===== src/rtl/pwm_ar_pkg.sv =====
package pwm_ar_pkg;
  typedef enum logic [1:0] {
    PH_IDLE = 2'd0,
    PH_HIGH = 2'd1,
    PH_LOW  = 2'd2
  } phase_e;
endpackage


===== src/rtl/pwm_ar_counter.sv =====
module pwm_ar_counter #(
  parameter int WIDTH = 8
) (
  input  logic             clk,
  input  logic             rst,
  input  logic             tmr_en,
  input  logic [WIDTH-1:0] reload_val,
  input  logic [WIDTH-1:0] duty_val,
  output logic [WIDTH-1:0] cnt_q,
  output logic [WIDTH-1:0] cnt_n,
  output logic [WIDTH-1:0] duty_q,
  output logic [WIDTH-1:0] duty_n,
  output logic             run_q,
  output logic             load_n,
  output logic             wrap_n
);
  localparam logic [WIDTH-1:0] CNT_MAX = {WIDTH{1'b1}};
  localparam logic [WIDTH-1:0] CNT_ONE = {{(WIDTH-1){1'b0}}, 1'b1};

  logic start_n;

  always_comb begin
    start_n = tmr_en && !run_q;
    wrap_n  = tmr_en && run_q && (cnt_q == CNT_MAX);
    load_n  = start_n || wrap_n;
    if (!tmr_en)
      cnt_n = cnt_q;
    else if (load_n)
      cnt_n = reload_val;
    else
      cnt_n = cnt_q + CNT_ONE;
    duty_n = load_n ? duty_val : duty_q;
  end

  always_ff @(posedge clk) begin
    if (rst) begin
      cnt_q  <= '0;
      duty_q <= '0;
      run_q  <= 1'b0;
    end else begin
      cnt_q  <= cnt_n;
      duty_q <= duty_n;
      run_q  <= tmr_en;
    end
  end
endmodule


===== src/rtl/pwm_ar_phase.sv =====
module pwm_ar_phase
  import pwm_ar_pkg::*;
#(
  parameter int WIDTH = 8
) (
  input  logic             clk,
  input  logic             rst,
  input  logic             tmr_en,
  input  logic             load_n,
  input  logic [WIDTH-1:0] cnt_n,
  input  logic [WIDTH-1:0] duty_n,
  output phase_e           phase_q,
  output phase_e           phase_n
);
  logic match_n;

  always_comb begin
    match_n = (cnt_n == duty_n);
    if (!tmr_en)
      phase_n = PH_IDLE;
    else if (load_n)
      phase_n = match_n ? PH_LOW : PH_HIGH;
    else if (phase_q == PH_HIGH && match_n)
      phase_n = PH_LOW;
    else
      phase_n = phase_q;
  end

  always_ff @(posedge clk) begin
    if (rst)
      phase_q <= PH_IDLE;
    else
      phase_q <= phase_n;
  end
endmodule


===== src/rtl/pwm_ar_outstage.sv =====
module pwm_ar_outstage
  import pwm_ar_pkg::*;
(
  input  logic   clk,
  input  logic   rst,
  input  logic   pwm_en,
  input  phase_e phase_n,
  input  logic   wrap_n,
  output logic   pwm_out,
  output logic   cycle_end
);
  always_ff @(posedge clk) begin
    if (rst) begin
      pwm_out   <= 1'b0;
      cycle_end <= 1'b0;
    end else begin
      pwm_out   <= pwm_en && (phase_n == PH_HIGH);
      cycle_end <= wrap_n;
    end
  end
endmodule


===== src/rtl/pwm_ar_gen.sv =====
module pwm_ar_gen
  import pwm_ar_pkg::*;
#(
  parameter int WIDTH = 8
) (
  input  logic             clk,
  input  logic             rst,
  input  logic             tmr_en,
  input  logic             pwm_en,
  input  logic [WIDTH-1:0] reload_val,
  input  logic [WIDTH-1:0] duty_val,
  output logic             pwm_out,
  output logic             cycle_end
);
  logic [WIDTH-1:0] cnt_q, cnt_n, duty_q, duty_n;
  logic             run_q, load_n, wrap_n;
  phase_e           phase_q, phase_n;

  pwm_ar_counter #(.WIDTH(WIDTH)) u_counter (
    .clk(clk), .rst(rst), .tmr_en(tmr_en),
    .reload_val(reload_val), .duty_val(duty_val),
    .cnt_q(cnt_q), .cnt_n(cnt_n), .duty_q(duty_q), .duty_n(duty_n),
    .run_q(run_q), .load_n(load_n), .wrap_n(wrap_n)
  );

  pwm_ar_phase #(.WIDTH(WIDTH)) u_phase (
    .clk(clk), .rst(rst), .tmr_en(tmr_en), .load_n(load_n),
    .cnt_n(cnt_n), .duty_n(duty_n),
    .phase_q(phase_q), .phase_n(phase_n)
  );

  pwm_ar_outstage u_out (
    .clk(clk), .rst(rst), .pwm_en(pwm_en), .phase_n(phase_n),
    .wrap_n(wrap_n), .pwm_out(pwm_out), .cycle_end(cycle_end)
  );
endmodule


===== config.mk =====
export PLATFORM = sky130hd
export DESIGN_NAME = pwm_ar_gen
export DESIGN_NICKNAME = d
export VERILOG_FILES = /design/src/rtl/pwm_ar_pkg.sv /design/src/rtl/pwm_ar_counter.sv /design/src/rtl/pwm_ar_phase.sv /design/src/rtl/pwm_ar_outstage.sv /design/src/rtl/pwm_ar_gen.sv
export SDC_FILE = /design/constraint.sdc
export NUM_CORES = 1
export LEC_CHECK = 0
export ABC_AREA = 1
export BUFFER_PORTS_ARGS = -buffer_cell sky130_fd_sc_hd__buf_4
export CAP_MARGIN = 0
export CORE_MARGIN = 1.5
export CORE_UTILIZATION = 30
export CTS_BUF_LIST = sky130_fd_sc_hd__clkbuf_8
export DETAILED_ROUTE_END_ITERATION = 16
export PLACE_DENSITY = 0.59
export SYNTH_ARGS = -nofsm -noshare
export SYNTH_HDL_FRONTEND = slang
export SYNTH_SLANG_ARGS = --single-unit

===== constraint.sdc =====
create_clock -name clk -period 2.7 [get_ports clk]
set_input_delay 0.675 -clock clk [delete_from_list [all_inputs] [get_ports clk]]
set_output_delay 0.675 -clock clk [all_outputs]
set_load 0.1 [all_outputs]

Word level (Yosys, flattened, before mapping)
Index checks and enable logic that the tools add are counted.
- register bits: 21
- input port bits: 20
- $add $sub $neg: 1
- eq/ne operators: 4
- multiplexer cells: 7
- reductions and logical operators: 7
- operator list (cell ; number):
    2-to-1 mux 8 bit ; 3
    adder 8 x 1 -> 8 bit, second input constant ; 1
    equality test 8 bit ; 1
    equality test 8 bit, second input constant ; 1
    2-to-1 mux 2 bit ; 4
    logical AND 1 bit ; 5
    equality test 2 x 1 -> 1 bit, second input constant ; 2
    logical NOT 1 bit ; 1
    logical OR 1 bit ; 1

Logic depth before layout (Yosys ltp)
Gate-level depths: netlist of the first run.
- word-level depth: 12
- mapped depth: 18
- depth with buffers taken out: 17

Cells and area by module
Synthesis of the first run repeated with hierarchy kept, for this count alone.
- cells, all modules: 217
- area, all modules: 1373.8 um^2
- by module, submodules not included (module ; seq. area each (um^2) ; area an instance (um^2) ; cells each ; instances):
    pwm_ar_counter ; 340.3 ; 1043.5 ; 155 ; 1
    pwm_ar_phase ; 40.0 ; 261.5 ; 53 ; 1
    pwm_ar_outstage ; 40.0 ; 68.8 ; 9 ; 1

Worst setup path before layout of the first run
OpenSTA, ideal clock, no wires.
- path type: input port to flip-flop
- from: in tmr_en
- to: reg u_out.pwm_out
- library setup time: 112 ps
- cell stages on the path: 16
- data arrival time: 2042 ps
- slack: 546 ps
- path through: nand2_1 -> nor2_2 -> nand2_4 -> nand2_8 -> buf_6 -> nand2_1 -> nand3_1 -> nand3_1 -> nand2_1 -> nand3_1 -> nor2_1 -> nand2_1 -> a21oi_1 -> nand2_1 -> nand2_1 -> nor2_1
- cells in the longest elaborated chain, start to end: 12
- ends and longest elaborated chain (item ; line ; source):
    start: declaration ; pwm_ar_gen.sv:8 ; input logic tmr_en,
    logical AND 1 bit (2 in series) ; pwm_ar_counter.sv:24 ; wrap_n = tmr_en && run_q && (cnt_q == CNT_MAX);
    logical OR 1 bit ; pwm_ar_counter.sv:25 ; load_n = start_n || wrap_n;
    2-to-1 mux 8 bit ; pwm_ar_counter.sv:28 ; else if (load_n)
    2-to-1 mux 8 bit ; pwm_ar_counter.sv:26 ; if (!tmr_en)
    equality test 8 bit ; pwm_ar_phase.sv:18 ; match_n = (cnt_n == duty_n);
    logical AND 1 bit ; pwm_ar_phase.sv:23 ; else if (phase_q == PH_HIGH && match_n)
    2-to-1 mux 2 bit ; pwm_ar_phase.sv:23 ;
    2-to-1 mux 2 bit ; pwm_ar_phase.sv:21 ; else if (load_n)
    2-to-1 mux 2 bit * ; pwm_ar_phase.sv:19 ; if (!tmr_en)
    equality test 2 x 1 -> 1 bit * ; pwm_ar_outstage.sv:17 ; pwm_out <= pwm_en && (phase_n == PH_HIGH);
    logical AND 1 bit * ; pwm_ar_outstage.sv:17 ;
    end signal: assignment ; pwm_ar_outstage.sv:17 ;
    end: declaration ; pwm_ar_outstage.sv:9 ; output logic pwm_out,
Mark *: on every way between the ends. The rest lies on a longest branch, timed or not.
A chain may end at the register's enable or synchronous reset.

Worst setup path in the final report of the first run
- from: reg u_counter.cnt_q[0]
- to: reg u_out.pwm_out
- cells in the longest elaborated chain, start to end: 12
- ends and longest elaborated chain (item ; line ; source):
    start: declaration ; pwm_ar_counter.sv:9 ; output logic [WIDTH-1:0] cnt_q,
    start signal: assignment ; pwm_ar_counter.sv:41 ; cnt_q <= cnt_n;
    parallel branches: the longest is 8 deep, another holds adder 8 x 1 -> 8 bit ; -- ;
    2-to-1 mux 2 bit * ; pwm_ar_phase.sv:21 ;
    2-to-1 mux 2 bit * ; pwm_ar_phase.sv:19 ;
    equality test 2 x 1 -> 1 bit * ; pwm_ar_outstage.sv:17 ;
    logical AND 1 bit * ; pwm_ar_outstage.sv:17 ;
Every way passes the cells marked *.

==> flow_summary_export.csv, run 1 <==
group,metric,value,unit
synth,synth-edff-count,0,
synth,synth_top_cell_by_area,"dfxtp_1",
clocking,path_clk_slew,0.09,ns
drt,drt_iter0_drc,61,
finish,layout_common_cells,"nand2_1, nor2_1, nand3_1",
critical_path,rr_startpoint,"u_counter.cnt_q[0]",
drt,routedWlPerCell,10.21,um
timing,fin_hold_ws,0.5576,ns
power_and_ir_drop,seq_power_share,46.9,%
grt,grt_use_met1,16.49,%
timing,setup_violations,0,
grt,met2_usage,20.62,%
min_path,min_delay_path_depth,2,
clocking,h-tree-depth,1,
place,port_buffers,21,
drt,drcViolationCount,0,
clocking,cts.sinks,21,
floorplanning,core_area,4115,um2
finish,areaGrowthSynthToFinish,19.24,%
floorplanning,dieHeight,69.18,um
drt,vias_per_cell,4.534,
power_and_ir_drop,combPwrFrac,22.7,%
critical_path,start_kind,"register",
place,dp_hpwl,2154,um
run,cap_viol_max_count,0,
power_and_ir_drop,swShare,30.79,%
timing,fmax,422.4,MHz
timing,grt_setup_unrepaired,"no",
grt,antenna_found_initial,0,
grt,grt.overflow.total,0,
power_and_ir_drop,vdd_drop_max,0.3144,mV
grt,grt.busiest_layer,"met2",
critical_path,r2r_end,"u_out.pwm_out",
clocking,tritoncts,"built",
synth,yosysUniqueCellTypes,27,
power_and_ir_drop,p_clk_share,30.4,%
finish,final_util,38.07,%
grt,grt_max_degree,28,
timing,maxSlewViolCount,0,
grt,grt_pass1_wl,5037,um
floorplanning,rows,23,
critical_path,r2r.worst_path.cells,16,
synth,yosysSeqAreaShare,32.00,%
timing,finalCriticalPeriod,2.367,ns
min_path,min_from,"u_counter.cnt_q[1]",
place,gp_congestion,0.8083,
drt,routed_wirelength,2870,um
place,dpl-instance-area,1518,um2
grt,groute.layer.met3.usage,3.634,%
synth,synth_area,1314,um2
clocking,cts_resized,0,
synth,synth-seq-cells,21,
grt,first_global_vias,1204,
power_and_ir_drop,internal-power,0.5035,mW
finish,layout_commonest_cell,"nand2_1",
timing,skew,0.005784,ns
critical_path,crit_path_max_fanout,27,
floorplanning,die_w,69.18,um
critical_path,critPathArrivalTime,2.54,ns
timing,hold_violations,0,
timing,slew-limit-headroom,79.99,%
timing,final.setup.tns,0,ns
synth,yosysWarnings,0,
power_and_ir_drop,net-switching-power,0.2240,mW
power_and_ir_drop,p_leak,0.7962,nW
synth,netlist_instances,208,
clocking,cts_buffers,3,
floorplanning,io_pins,22,
clocking,postCtsSetupBuffers,0,
power_and_ir_drop,power.density,464.4,nW/um2
critical_path,cp.required,2.88,ns
critical_path,end_kind,"register",
finish,antenna_cells,0,
grt,track_usage,12.68,%
clocking,cts-root-buf,"clkbuf_8",
finish,finish.instance_area,1567,um2
drt,ant_nets,0,
floorplanning,start_util,31.92,%
floorplanning,dieArea,4785,um2
critical_path,critPathKind,"register to register",
drt,vias,1274,
clocking,cts_hold_buf,0,
drt,firstDrtPassIters,5,
synth,synth_top_area_share,32.00,%
min_path,hold_class,"register to register",
synth,synth_area_leaders,"dfxtp_1, nand2_1, nand3_1, nor2_1, inv_1",
timing,worst_pin_slew,0.2970,ns
critical_path,rrSetupSlack,0.33,ns
min_path,hold_path_end,"u_counter.cnt_q[1]",
timing,fin_crit_sh,87.68,%
finish,layout.nets,253,
synth,synth.avg_cell_area,6.316,um2
run_status,outcome,"finished clean",
finish,drive_above_1_share,19.48,%
clocking,clock_latency,0.27,ns
synth,syn_nets,229,
synth,ys.flop_type,"dfxtp_1",
synth,async_flop_share,0,%
clocking,cts.path.max_buffers,2,
==> registers in the layout, indices dropped and copies added (netlist names) <==
signal / count
u_counter.cnt_q: 8
u_counter.run_q: 1
u_out.pwm_out: 1
u_counter.duty_q: 8
u_out.cycle_end: 1
u_phase.phase_q: 2
==> layout make-up <==
type                    count  area, um2
fillers                   451       2549
well taps                  50      62.56
flip-flops and latches     21      420.4
inverters                  25      93.84
clock inverters             1      7.507
repair buffers             25      187.7
multi-input cells         156      753.2
clock buffers               3      41.29
==> layer usage <==
layer  up-vias  share of wire, %
met3         2               5.4
met2        34                43
li1        693                 -
met1       545                51
met5         -                 0
met4         0              0.66
==> cells in the mapped netlist (all sizes together) (2+ instances only) <==
| cell type | n |
|---|---|
| a21oi | 3 |
| buf | 4 |
| clkbuf | 2 |
| dfxtp | 21 |
| inv | 25 |
| nand2 | 68 |
| nand3 | 32 |
| nand4 | 2 |
| nor2 | 33 |
| o21ai | 7 |
| or2 | 5 |
| xor2 | 2 |
==> critical path, cell delays in order (launching register included) <==
cell and delay (ns):
dfxtp_1 0.41, ha_1 0.22, nand3_2 0.13, nor2_4 0.18, nand2_4 0.14, nand2_8 0.18
nand2_1 0.08, o21ai_0 0.13, nand3_1 0.11, nand2_1 0.08, nand3_1 0.06, nor2_1 0.15
nand2_1 0.09, a21oi_1 0.12, nand2_1 0.08, nand2_1 0.06, nor2_1 0.03
==> how the worst max path moves through the flow <==
stage | startpoint | slack [ns] | to
final | u_counter.cnt_q[0] | 0.33 | u_out.pwm_out
after global routing | u_counter.cnt_q[0] | 0.05 | u_phase.phase_q[0]
after CTS | u_counter.cnt_q[0] | 0.31 | u_out.pwm_out
after detailed placement | tmr_en | 0.17 | u_out.pwm_out
after global placement | tmr_en | 0.19 | u_out.pwm_out
after floorplan | tmr_en | 0.55 | u_out.pwm_out
==> power groups by stage <==
stage	registers, mW	clock network [mW]	logic [mW]
floorplan	0.348	0	0.120
global placement	0.349	0	0.165
detailed placement	0.349	0	0.165
CTS	0.341	0.229	0.166
global route	0.344	0.244	0.190
finish	0.341	0.221	0.165
==> kinds of logic (layout without fill, tap and decap cells) <==
| kind of cell | count (synthesis) | in the layout | synth area share [%] |
|---|---|---|---|
| and+or+nand+nor | 142 | 142 | 49.24 |
| buffers and inverters | 31 | 54 | 10.67 |
| xor gates and xnor gates | 2 | 2 | 1.334 |
| adders and majority gates | 1 | 1 | 0.9522 |
| DFF | 21 | 21 | 32.00 |
| AOI/OAI and AO/OA | 11 | 11 | 5.809 |
==> metrics by stage <==
step | std cells | setup slack [ns] | power, mW
floorplan | 208 | 0.5457 | 0.4684
global placement | 277 | 0.1949 | 0.5143
detailed placement | 277 | 0.1716 | 0.5140
CTS | 281 | 0.3062 | 0.7373
global route | 281 | 0.04780 | 0.7779
finish | 281 | 0.3327 | 0.7275
(Power assumes the default switching activity.)
==> run 2, diff against run 1 <==
--- a/config.mk
+++ b/config.mk
@@ -12,7 +12,7 @@
 export CORE_UTILIZATION = 30
 export CTS_BUF_LIST = sky130_fd_sc_hd__clkbuf_8
 export DETAILED_ROUTE_END_ITERATION = 16
-export PLACE_DENSITY = 0.59
+export PLACE_DENSITY = 0.61
 export SYNTH_ARGS = -nofsm -noshare
 export SYNTH_HDL_FRONTEND = slang
 export SYNTH_SLANG_ARGS = --single-unit
==> constraint.sdc (replaced) <==
create_clock -name clk -period 2 [get_ports clk]
set_input_delay 0.5 -clock clk [delete_from_list [all_inputs] [get_ports clk]]
set_output_delay 0.5 -clock clk [all_outputs]
set_load 0.1 [all_outputs]
==> run 2 against run 1 <==
Compared with the run above: the flow now finishes with violations (negative setup slack); setup slack got worse by 0.37 ns; routed wire length increased by 30%; first-iteration DRC count decreased by 20%; utilization increased by 11 points; sequential cell count unchanged; clock-buffer cell count unchanged; critical path depth increased by 1; power increased by 52%; clock skew increased by 0.0026 ns; critical endpoint unchanged.
==> flow_summary_export.csv, run 2 (synthesis gave the netlist of run 1 again) <==
group,metric,value,unit
min_path,min_delay_path_depth,3,
drt,vias,1456,
critical_path,cp.required,2.17,ns
critical_path,critPathArrivalTime,2.21,ns
grt,grt_use_met1,20.50,%
grt,met2_usage,25.21,%
finish,layout.nets,288,
clocking,clock_latency,0.27,ns
clocking,cts.path.max_buffers,2,
drt,drt_iter0_drc,49,
grt,first_global_vias,1324,
finish,drive_above_1_share,42.48,%
power_and_ir_drop,power,1.109,mW
place,place_ws,-0.3502,ns
place,gp_congestion,0.8037,
critical_path,cp_slowest_stage_delay,0.37,ns
floorplanning,dieArea,4785,um2
floorplanning,dieHeight,69.18,um
run_status,failed_checks,"negative setup slack",
finish,areaGrowthSynthToFinish,53.05,%
grt,grt.busiest_layer,"met2",
place,dp_hpwl,2431,um
finish,final_util,48.86,%
clocking,cts-root-buf,"clkbuf_8",
finish,antenna_cells,0,
critical_path,end_kind,"register",
timing,grt_setup_unrepaired,"yes",
power_and_ir_drop,power.density,551.4,nW/um2
min_path,hold_class,"input pin to register",
drt,routedWlPerCell,11.80,um
timing,worst_slack,-0.03396,ns
timing,fin_crit_sh,101.7,%
critical_path,critPathSlowestCell,"dfxtp_2",
critical_path,crit_top_cell,"nand2_1",
finish,layout_common_cells,"nand2_1, buf_4, nor2_1",
timing,maxSlewViolCount,0,
grt,track_usage,15.35,%
clocking,h-tree-depth,1,
place,port_buffers,21,
clocking,cts.sinks,21,
finish,largestRegisters,"u_counter.cnt_q x8, u_counter.duty_q x8, u_phase.phase_q x2",
timing,skew,0.008410,ns
floorplanning,die_w,69.18,um
timing,fin_hold_ws,0.4547,ns
critical_path,cp_cell_sequence,"ha_4, nand3_4, nor2_4, nand2_4, buf_6, nand3_1, nand3_2, nand2_1, nand2_1, nand2_1, nand3_2, nor2_4, nand2_2, a21oi_1, nand2_1, nand2_1, nor2_1",
floorplanning,core_area,4115,um2
grt,antenna_found_initial,0,
timing,setup_violations,2,
run,cap_viol_max_count,0,
drt,firstDrtPassIters,5,
drt,drcViolationCount,0,
drt,vias_per_cell,4.608,
timing,fmax,491.7,MHz
grt,groute.layer.met3.usage,2.616,%
timing,slew-limit-headroom,81.53,%
timing,hold_violations,0,
drt,ant_nets,0,
power_and_ir_drop,p_leak,1.010,nW
clocking,tritoncts,"built",
timing,worst_pin_slew,0.2793,ns
clocking,path_clk_slew,0.09,ns
critical_path,start_kind,"register",
grt,grt_pass1_wl,5975,um
critical_path,r2r.worst_path.cells,17,
finish,layout_commonest_cell,"nand2_1",
drt,routed_wirelength,3728,um
grt,grt.overflow.total,0,
floorplanning,start_util,31.92,%
clocking,cts_buffers,3,
critical_path,crit_path_max_fanout,5,
power_and_ir_drop,vdd_drop_max,0.2726,mV
floorplanning,rows,23,
run_status,outcome,"finished, violations left",
floorplanning,io_pins,22,
timing,finalCriticalPeriod,2.034,ns
critical_path,critPathKind,"register to register",
grt,grt_max_degree,20,
==> run 2: cell types whose count changed in the layout (fill, tap and decap cells not counted), moves of 3 or more <==
cell | previous run | this run
buf_4 | 25 | 53
nand2_1 | 65 | 55
nand2_2 | 1 | 10
nand3_1 | 29 | 21
nand3_2 | 3 | 10
inv_1 | 24 | 19
inv_2 | 1 | 6
o21ai_1 | 4 | 1
o21ai_2 | 2 | 5
==> run 2: power breakdown <==
group,leakage [nW],switching (mW),internal (mW)
sequential,0.174,0.0151,0.444
clock,0.0255,0.155,0.139
combinational,0.811,0.183,0.173
total,1.01,0.353,0.756
==> run 2: layout make-up <==
| class | instances | area [um2] |
|---|---|---|
| Clock buffer | 3 | 41.29 |
| Tap cell | 50 | 62.56 |
| Clock inverter | 1 | 5.005 |
| Inverter | 25 | 93.84 |
| Multi-Input combinational cell | 158 | 914.6 |
| Sequential cell | 21 | 422.9 |
| Fill cell | 411 | 2105 |
| Timing Repair Buffer | 58 | 470.5 |
==> run 2: metrics by stage <==
step,TNS (ns),std cells,area [um2]
floorplan,0,208,1336
global placement,-0.8358,305,1763
detailed placement,-0.9491,305,1763
CTS,-0.01662,312,1861
global route,-0.3997,316,2011
finish,-0.03787,316,2011
==> run 2: worst max-delay path: cells and delay by family, from the launching register on <==
family / cells / cell delay, ns
and+or+nand+nor: 14 / 1.14
DFF: 1 / 0.37
buffers and inverters: 1 / 0.17
adders and majority gates: 1 / 0.15
AOI/OAI and AO/OA: 1 / 0.11
==> run 2: metal layers <==
metal | share of wire [%] | wire (um)
met5 | 0 | 0
met4 | 0.70 | 26
met3 | 3.0 | 112
met2 | 47 | 1766
met1 | 49 | 1822
==> run 2: path summary, 6_finish.rpt <==
kind | startpoint | endpoint | slack (ns)
worst min register to register | u_counter.duty_q[0] | u_counter.duty_q[0] | 0.52
worst max register to register | u_counter.cnt_q[1] | u_out.pwm_out | -0.03
worst max-delay path | u_counter.cnt_q[1] | u_out.pwm_out | -0.03
worst min-delay path | pwm_en | u_out.pwm_out | 0.45
==> run 2: what timing repair did <==
item	4_1_cts	5_1_grt
setup buffers	1	2
endpoints found under the setup margin	3	3
pin swaps	5	8
hold buffers	0	0
cloned	2	2
gates resized for setup	7	31
==> run 3, diff against run 2 <==
--- a/config.mk
+++ b/config.mk
@@ -12,7 +12,7 @@
 export CORE_UTILIZATION = 30
 export CTS_BUF_LIST = sky130_fd_sc_hd__clkbuf_8
 export DETAILED_ROUTE_END_ITERATION = 16
-export PLACE_DENSITY = 0.61
+export PLACE_DENSITY = 0.59
 export SYNTH_ARGS = -nofsm -noshare
 export SYNTH_HDL_FRONTEND = slang
 export SYNTH_SLANG_ARGS = --single-unit
==> constraint.sdc (replaced) <==
create_clock -name clk -period 2.54 [get_ports clk]
set_input_delay 0.635 -clock clk [delete_from_list [all_inputs] [get_ports clk]]
set_output_delay 0.635 -clock clk [all_outputs]
set_load 0.1 [all_outputs]
==> run 3 against run 2 <==
Compared with the run above: the run now ends clean; power is 31% lower; via count is 11% lower; sequential share of layout area is 5.3 points higher; first-iteration DRC count is 18% lower; non-clock buffer count is 28 lower; clock power is 25% lower; cell count is 9.2% lower; worst hold slack better by 0.10 ns; critical endpoint unchanged; fmax is 9.8% lower; setup slack better by 0.32 ns; critical path depth stayed put.
==> flow_summary_export.csv, run 3 (synthesis gave the netlist of run 1 again) <==
group,metric,value,unit
run_status,outcome,"finished clean",
finish,layout_commonest_cell,"nand2_1",
timing,fin_crit_sh,88.78,%
grt,grt_pass1_wl,5154,um
critical_path,cp_slowest_stage_delay,0.38,ns
critical_path,crit_path_max_fanout,10,
floorplanning,start_util,31.92,%
critical_path,rrSetupSlack,0.29,ns
drt,drt_iter0_drc,40,
power_and_ir_drop,power,0.7658,mW
timing,skew,0.005252,ns
finish,finish.instance_area,1625,um2
grt,antenna_found_initial,0,
power_and_ir_drop,vdd_drop_max,0.2149,mV
critical_path,critPathSlowestCell,"dfxtp_4",
floorplanning,dieHeight,69.18,um
power_and_ir_drop,p_leak,0.8283,nW
finish,layout_common_cells,"nand2_1, nor2_1, buf_4",
timing,grt_setup_unrepaired,"no",
clocking,cts.path.max_buffers,2,
drt,vias_per_cell,4.491,
floorplanning,rows,23,
finish,largestRegisters,"u_counter.cnt_q x8, u_counter.duty_q x8, u_phase.phase_q x2",
finish,layout.nets,259,
critical_path,crit_top_cell,"nand2_1",
critical_path,critPathKind,"register to register",
power_and_ir_drop,swShare,30.00,%
critical_path,cp_cell_sequence,"ha_2, nand3_2, nor2_4, nand2_4, nand2_8, buf_4, nand2_1, nand2_1, nand3_1, nand2_1, nand3_1, nor2_2, nand2_1, a21oi_1, nand2_1, nand2_1, nor2_1",
power_and_ir_drop,seq_power_share,47.4,%
grt,grt.overflow.total,0,
power_and_ir_drop,net-switching-power,0.2297,mW
critical_path,critPathArrivalTime,2.42,ns
timing,hold_violations,0,
timing,worst_slack,0.2850,ns
floorplanning,io_pins,22,
grt,grt_max_degree,21,
clocking,h-tree-depth,1,
clocking,cts.sinks,21,
finish,areaGrowthSynthToFinish,23.71,%
drt,drcViolationCount,0,
run,cap_viol_max_count,0,
clocking,path_clk_slew,0.08,ns
clocking,clock_latency,0.26,ns
finish,antenna_cells,0,
timing,slew-limit-headroom,77.10,%
place,port_buffers,21,
power_and_ir_drop,p_clk_share,28.9,%
drt,ant_nets,0,
critical_path,end_kind,"register",
timing,final.setup.tns,0,ns
place,dp_hpwl,2331,um
grt,track_usage,13.17,%
power_and_ir_drop,internal-power,0.5360,mW
timing,maxSlewViolCount,0,
timing,worst_pin_slew,0.3436,ns
critical_path,start_kind,"register",
clocking,cts_buffers,3,
clocking,tritoncts,"built",
drt,routedWlPerCell,10.85,um
floorplanning,core_area,4115,um2
timing,finalCriticalPeriod,2.255,ns
timing,fmax,443.5,MHz
finish,fill_cells,458,
power_and_ir_drop,combPwrFrac,23.7,%
clocking,cts_hold_buf,0,
floorplanning,dieArea,4785,um2
timing,setup_violations,0,
min_path,hold_class,"register to register",
drt,vias,1289,
place,dpl-instance-area,1540,um2
clocking,cts-root-buf,"clkbuf_8",
finish,drive_above_1_share,23.21,%
place,place_ws,0.04092,ns
drt,routed_wirelength,3113,um
floorplanning,die_w,69.18,um
place,gp_congestion,0.7912,
critical_path,cp.required,2.71,ns
grt,first_global_vias,1188,
drt,firstDrtPassIters,4,
power_and_ir_drop,power.density,471.1,nW/um2
[run 3: cell count changes in the layout (fill, tap and decap cells not counted), moves of 3 or more]
cell,delta
inv_1,+5
o21ai_1,+3
nand3_1,+8
nand2_2,-9
nand2_1,+10
inv_2,-5
buf_4,-23
nand3_2,-7
o21ai_2,-3
[run 3: path summary, 6_finish.rpt]
kind / cells after the start / endpoint / startpoint
setup / recovery: 17 / u_out.pwm_out / u_counter.cnt_q[0]
hold / removal: 2 / u_counter.cnt_q[1] / u_counter.cnt_q[1]
setup reg to reg: 17 / u_out.pwm_out / u_counter.cnt_q[0]
hold reg to reg: 2 / u_counter.cnt_q[1] / u_counter.cnt_q[1]
[run 3: what timing repair did]
item | 4_1_cts | 5_1_grt
setup buffers | 0 | 2
endpoints found under the hold margin | 0 | 0
endpoints found under the setup margin | 0 | 3
gates resized for setup | 0 | 6
[run 3: cell type report]
cell class                      count  area (um2)  share of cell area [%]
Clock buffer                        3       41.29                   2.540
Clock inverter                      1       5.005                  0.3079
Inverter                           25       93.84                   5.774
Multi-Input combinational cell    157       769.5                   47.34
Sequential cell                    21       427.9                   26.33
Tap cell                           50       62.56                   3.849
Timing Repair Buffer               30       225.2                   13.86
[run 3: power by group through the flow]
stage | clock network (mW) | registers [mW] | logic [mW]
global route | 0.247 | 0.366 | 0.207
global placement | 0 | 0.370 | 0.178
finish | 0.221 | 0.363 | 0.181
CTS | 0.236 | 0.364 | 0.180
detailed placement | 0 | 0.371 | 0.179
floorplan | 0 | 0.370 | 0.128
[run 3: metrics by stage]
step	hold slack [ns]	instances	util, %
2_1_floorplan	0.5036	208	-
3_3_place_gp	0.5504	280	37.43
3_5_place_dp	0.5494	280	37.43
4_1_cts	0.5642	284	38.55
5_1_grt	0.5850	287	39.50
6_report	0.5571	287	39.50
[run 3: metal layers]
layer,global-route usage (%),wire length (um)
met5,0,0
met2,22.33,1417
met3,3.634,122
met1,16.67,1552
met4,2.832,20
[run 3: worst max-delay path: cells and delay by family (launching register included)]
family                     cells  cell delay [ns]
adders and majority gates      1             0.19
DFF                            1             0.38
buffers and inverters          1             0.16
AOI/OAI and AO/OA              1             0.13
and+or+nand+nor               14             1.31
